<file path="config.mk">
export PLATFORM = sky130hd
export DESIGN_NAME = irq_prio_unit
export DESIGN_NICKNAME = d
export VERILOG_FILES = /design/src/rtl/irq_prio_pkg.sv /design/src/rtl/vec_find.sv /design/src/rtl/vec_bitmap.sv /design/src/rtl/irq_prio_unit.sv
export SDC_FILE = /design/constraint.sdc
export NUM_CORES = 2
export LEC_CHECK = 0
export BUFFER_PORTS_ARGS = -buffer_cell sky130_fd_sc_hd__clkbuf_2
export CAP_MARGIN = 10
export CELL_PAD_IN_SITES_DETAIL_PLACEMENT = 1
export CELL_PAD_IN_SITES_GLOBAL_PLACEMENT = 2
export CORE_MARGIN = 2
export CORE_UTILIZATION = 37
export CTS_CLUSTER_DIAMETER = 50
export DETAILED_ROUTE_END_ITERATION = 10
export PLACE_DENSITY = 0.76
export SLEW_MARGIN = 10
export SYNTH_ARGS = -nofsm -noshare
export SYNTH_HDL_FRONTEND = slang
export SYNTH_HIERARCHICAL = 1
export SYNTH_SLANG_ARGS = --single-unit
</file>
<file path="constraint.sdc">
create_clock -name clk -period 6.4 [get_ports clk]
set_input_delay 0.64 -clock clk [delete_from_list [all_inputs] [get_ports clk]]
set_output_delay 0.64 -clock clk [all_outputs]
set_load 0.05 [all_outputs]
</file>
<file path="src/rtl/irq_prio_pkg.sv">
package irq_prio_pkg;

  localparam int VEC_W = 8;
  localparam int CLS_W = 4;
  localparam int SUB_W = VEC_W - CLS_W;
  localparam int NVEC  = 1 << VEC_W;

  typedef logic [VEC_W-1:0] vec_t;
  typedef logic [CLS_W-1:0] cls_t;

  // Class of a vector: its upper bits.
  function automatic cls_t class_of(input vec_t v);
    return v[VEC_W-1 -: CLS_W];
  endfunction

  // Processor priority from task priority and highest in-service class.
  function automatic vec_t calc_ppr(input vec_t tpr, input cls_t isr_cls);
    if (class_of(tpr) >= isr_cls)
      return tpr;
    else
      return {isr_cls, {SUB_W{1'b0}}};
  endfunction

  // A vector is deliverable when its class, aligned, is strictly above ppr.
  function automatic logic above_floor(input vec_t v, input vec_t p);
    return {class_of(v), {SUB_W{1'b0}}} > p;
  endfunction

endpackage

</file>
<file path="src/rtl/vec_find.sv">
module vec_find #(
  parameter int N = 256,
  parameter int W = 8
) (
  input  logic [N-1:0] bits,
  output logic         found,
  output logic [W-1:0] idx
);

  always_comb begin
    found = 1'b0;
    idx   = '0;
    for (int i = 0; i < N; i++) begin
      if (bits[i]) begin
        found = 1'b1;
        idx   = W'(i);
      end
    end
  end

endmodule

</file>
<file path="src/rtl/vec_bitmap.sv">
module vec_bitmap #(
  parameter int N = 256,
  parameter int W = 8
) (
  input  logic         clk,
  input  logic         rst_n,
  input  logic         set_en,
  input  logic [W-1:0] set_idx,
  input  logic         clr_en,
  input  logic [W-1:0] clr_idx,
  output logic [N-1:0] q
);

  localparam logic [N-1:0] ONE = N'(1);

  logic [N-1:0] set_m, clr_m;

  assign set_m = set_en ? (ONE << set_idx) : '0;
  assign clr_m = clr_en ? (ONE << clr_idx) : '0;

  // a set and a clear of the same bit in one cycle leave it set
  always_ff @(posedge clk or negedge rst_n) begin
    if (!rst_n) q <= '0;
    else        q <= (q & ~clr_m) | set_m;
  end

endmodule

</file>
<file path="src/rtl/irq_prio_unit.sv">
module irq_prio_unit
  import irq_prio_pkg::*;
#(
  parameter int LEGAL_MIN = 16
) (
  input  logic             clk,
  input  logic             rst_n,
  input  logic             enable,
  input  logic             req_valid,
  input  logic [VEC_W-1:0] req_vector,
  input  logic             req_level,
  input  logic [VEC_W-1:0] err_vector,
  input  logic             ack,
  input  logic             eoi_wr,
  input  logic             tpr_wr,
  input  logic [31:0]      tpr_wdata,
  output logic             irq_valid,
  output logic [VEC_W-1:0] irq_vector,
  output logic [VEC_W-1:0] ppr,
  output logic             eoi_bcast,
  output logic [VEC_W-1:0] eoi_bcast_vec,
  output logic             err_illegal
);

  logic [NVEC-1:0] irr_q, isr_q, tmr_q;
  vec_t            tpr_q;

  logic irr_found, isr_found;
  vec_t irr_hi, isr_hi;

  // named internal events
  logic ack_fire, eoi_fire, req_low, req_ok, req_lvl_set;
  vec_t req_eff;
  cls_t isr_cls;

  vec_find #(.N(NVEC), .W(VEC_W)) u_find_irr (
    .bits(irr_q), .found(irr_found), .idx(irr_hi));
  vec_find #(.N(NVEC), .W(VEC_W)) u_find_isr (
    .bits(isr_q), .found(isr_found), .idx(isr_hi));

  assign isr_cls    = isr_found ? class_of(isr_hi) : '0;
  assign ppr        = calc_ppr(tpr_q, isr_cls);
  assign irq_valid  = enable && irr_found && above_floor(irr_hi, ppr);
  assign irq_vector = irr_hi;

  assign ack_fire   = ack && irq_valid;
  assign eoi_fire   = eoi_wr && isr_found;

  assign req_low     = req_vector < vec_t'(LEGAL_MIN);
  assign req_eff     = req_low ? err_vector : req_vector;
  assign req_ok      = req_valid && enable && !irr_q[req_eff];
  assign req_lvl_set = req_ok && req_level && !req_low;

  vec_bitmap #(.N(NVEC), .W(VEC_W)) u_irr (
    .clk(clk), .rst_n(rst_n),
    .set_en(req_ok),      .set_idx(req_eff),
    .clr_en(ack_fire),    .clr_idx(irr_hi),
    .q(irr_q));

  vec_bitmap #(.N(NVEC), .W(VEC_W)) u_isr (
    .clk(clk), .rst_n(rst_n),
    .set_en(ack_fire),    .set_idx(irr_hi),
    .clr_en(eoi_fire),    .clr_idx(isr_hi),
    .q(isr_q));

  vec_bitmap #(.N(NVEC), .W(VEC_W)) u_tmr (
    .clk(clk), .rst_n(rst_n),
    .set_en(req_lvl_set), .set_idx(req_eff),
    .clr_en(eoi_fire),    .clr_idx(isr_hi),
    .q(tmr_q));

  always_ff @(posedge clk or negedge rst_n) begin
    if (!rst_n) begin
      tpr_q         <= '0;
      eoi_bcast     <= 1'b0;
      eoi_bcast_vec <= '0;
      err_illegal   <= 1'b0;
    end else begin
      if (tpr_wr) tpr_q <= tpr_wdata[VEC_W-1:0];
      eoi_bcast <= eoi_fire && tmr_q[isr_hi];
      if (eoi_fire) eoi_bcast_vec <= isr_hi;
      if (req_valid && enable && req_low) err_illegal <= 1'b1;
    end
  end

endmodule

</file>
==> out/qor.yml <==
slowest_delay_ns: 0.88
htreeDepth: 3
grt_pass1_vias: 44400
postSynth.asyncResetShare: 1.00
grt_pass1_wl_mm: 303
final_util: 0.426
io_pins: 83
synth.largest_area_cell: "dfrtp_1"
period_needed_ns: 6.21
netlist_area_um2: 45200
yosysUniqueCellTypes: 86
synth_seq_cells: 786
multiInputGateArea_um2: 23600
drtIter0Drc: 4506
wl_per_cell_um: 30.9
synthFlopType: "dfrtp_1"
insertion_delay_ns: 0.74
die_width_um: 354
grt_antenna_before_repair: 7
drv_slew: 0
synth-edff-count: 0
start_util: 0.372
final_layout_size_suffix_gt1_frac: 0.135
crit_path_max_fanout: 8
ff2ff_setup_slack_ns: 0.46
synth_area_leaders: "dfrtp_1 (43%), o31ai_1 (13%), o21ai_0 (8.5%)"
grt_usage: 0.318
synthMuxAreaShare: 0.0600
cts-root-buf: "clkbuf_16"
synth_top_cell_area_share: 0.435
synth-compound-area-share: 0.290
dieHeight_um: 354
required_ns: 5.76
gp_congestion: 0.993
cts_buffers: 111
nFillCells: 13600
synth_top_family_by_area: "compound AO/OA/AOI/OAI gates"
finalCritPeriodShare: 0.970
die-area_um2: 125000
yosysMostFrequentCell: "dfrtp_1"
hold_class: "in2reg"
place_inst: 6332
setup_ws_ns: 0.193
netlist_instances: 4873
arrival_ns: 5.57
status: "complete, no violations"
detail-route-antenna-nets: 0
regArea_um2: 19700
max_cap_viol_count: 0
crit_path_top_delay_cell: "nor4_1"
synth-adder-area-share: 0.00221
synthXorXnorAreaFrac: 0
syn-num-nets: 4937
final_cell_count_no_fill: 6551
skew_ns: 0.0316
fmax_mhz: 161
cp_cell_sequence: "nor4_1 > nand3_1 > nor4_1 > nand3_1 > a211o_1 > a2111oi_1 > o22a_1 > buf_4 > clkbuf_2"
synthTopCellsByCount: "dfrtp_1 (786), o31ai_1 (784), o21ai_0 (770)"
clkTransAtPathRegs_ns: 0.06
dp_hpwl_mm: 140
grt.overflow.total: 0
nets: 4892
setup.worst_path.start_class: "register"
tritoncts: "done"
dp_slack_ns: 0.186
syn2layout_area_growth_pct: 14.4
ys_warn_count: 6
hold_end: "tpr_q[4]"
grt_max_degree: 165
yosys.area_share.simple: 0.163
r2r_start: "u_isr/q[64]"
drcViolationCount: 0
maxSlewHeadroom: 0.121
core_area_um2: 122000
hp-start: "tpr_wdata[4]"
seq_area_frac_synth: 0.435
reg2reg_depth: 14
rows: 128
vias: 43800
placement.io_buffers: 58
holdPathStages: 3
fin_hold_ws_ns: 0.132
first_pass_iters: 5
viasPerCell: 6.69
final-hold-violation-count: 0
finalSetupViolations: 0
worstSetupEndpointType: "output pin"
criticalPathCategory: "reg2out"
r2r-end: "eoi_bcast"
clkSinkCount: 786
syn_avg_cell_area_um2: 9.28
worst_slew_pin_slew_ns: 1.31
drt_wl_total_mm: 203
cts_buffer_depth: 3
cells in the final DEF (no fill, tap or decap), drive strengths merged, types with 15 or more instances in the layout:
cell     netlist  layout
a2111oi       23      23
nand2        369     369
nand2b        38      38
a211oi        29      29
nor3b         16      16
inv          118     130
nand4         39      39
a21oi        113     113
nor3          90      90
mux4          89      89
clkbuf       229     201
nand3b        24      24
dfrtp        786     786
nor4         169     169
o211ai        23      23
nand4b        23      23
o311ai        15      15
nor2         237     237
mux2i         50      50
or4           25      25
a31oi         24      24
o31ai        796     796
nand3        157     157
buf          162     175
clkinv         1      25
bufinv         0      20
or4b          15      15
nor2b         66      66
nand4bb       27      27
o21ai        863     863
mux2          18      18
what timing repair did:
action                                 CTS  global route
pin swaps                                0             9
hold buffers                             1             0
gates cloned                             0             0
setup buffers                            0             7
setup endpoints to repair                1           296
endpoints found under the hold margin   74             0
gates resized for setup                  3            39
area by class of cell:
type | count | share of cell area
Multi-Input combinational cell | 3577 | 0.457
Sequential cell | 786 | 0.380
Clock buffer | 144 | 0.0592
Tap cell | 1625 | 0.0393
Timing Repair Buffer | 233 | 0.0362
Clock inverter | 64 | 0.0194
Inverter | 119 | 0.00868
Antenna cell | 3 | 0.000145
registers in the layout (all words and copies together), names as in the netlist:
| signal | flops |
|---|---|
| tpr_q | 8 |
| eoi_bcast_vec | 8 |
| err_illegal | 1 |
| u_isr/q | 256 |
| u_tmr/q | 256 |
| u_irr/q | 256 |
| eoi_bcast | 1 |
critical path, delay by kind of cell (launching register included):
family / cells / cell delay [ns]
compound gates: 3 / 1.70
buf+inv: 2 / 0.60
flops: 1 / 0.48
simple gates: 4 / 2.06
layer usage:
metal / global-route usage / wire (um)
met5: 0 / 46
met4: 0.115 / 7860
met3: 0.0584 / 15000
met2: 0.495 / 91700
met1: 0.441 / 87900
through the flow:
| step | setup TNS, ns | area [um^2] |
|---|---|---|
| floorplan | 0 | 45200 |
| global placement | 0 | 47400 |
| detailed placement | 0 | 47400 |
| CTS | 0 | 51500 |
| global route | -0.0243 | 51700 |
| finish | 0 | 51800 |
logic make-up (layout without fill, tap and decap cells):
kind of cell / Yosys count / after routing
other: 0 / 3
AO/OA/AOI/OAI: 2038 / 2038
multiplexers: 157 / 157
buffers and inverters: 510 / 560
AND/OR/NAND/NOR: 1374 / 1374
adder cells (fa/ha/maj): 8 / 8
flip-flops: 786 / 786
worst max-delay path by stage:
| stage | from | to | slack [ns] | depth (start not counted) |
|---|---|---|---|---|
| floorplan | u_isr/q[24] | u_irr/q[102] | 0.04 | 28 |
| CTS | u_isr/q[25] | irq_valid | 0.03 | 22 |
| finish | u_irr/q[128] | irq_vector[3] | 0.19 | 9 |
| global placement | u_isr/q[25] | u_isr/q[104] | 0.27 | 27 |
| global route | u_isr/q[236] | irq_valid | -0.02 | 24 |
| detailed placement | u_isr/q[25] | u_isr/q[64] | 0.19 | 27 |
Power is left out: the tool's default activity adds up to more than one toggle a clock period on the data nets, which glitch-free logic cannot reach.
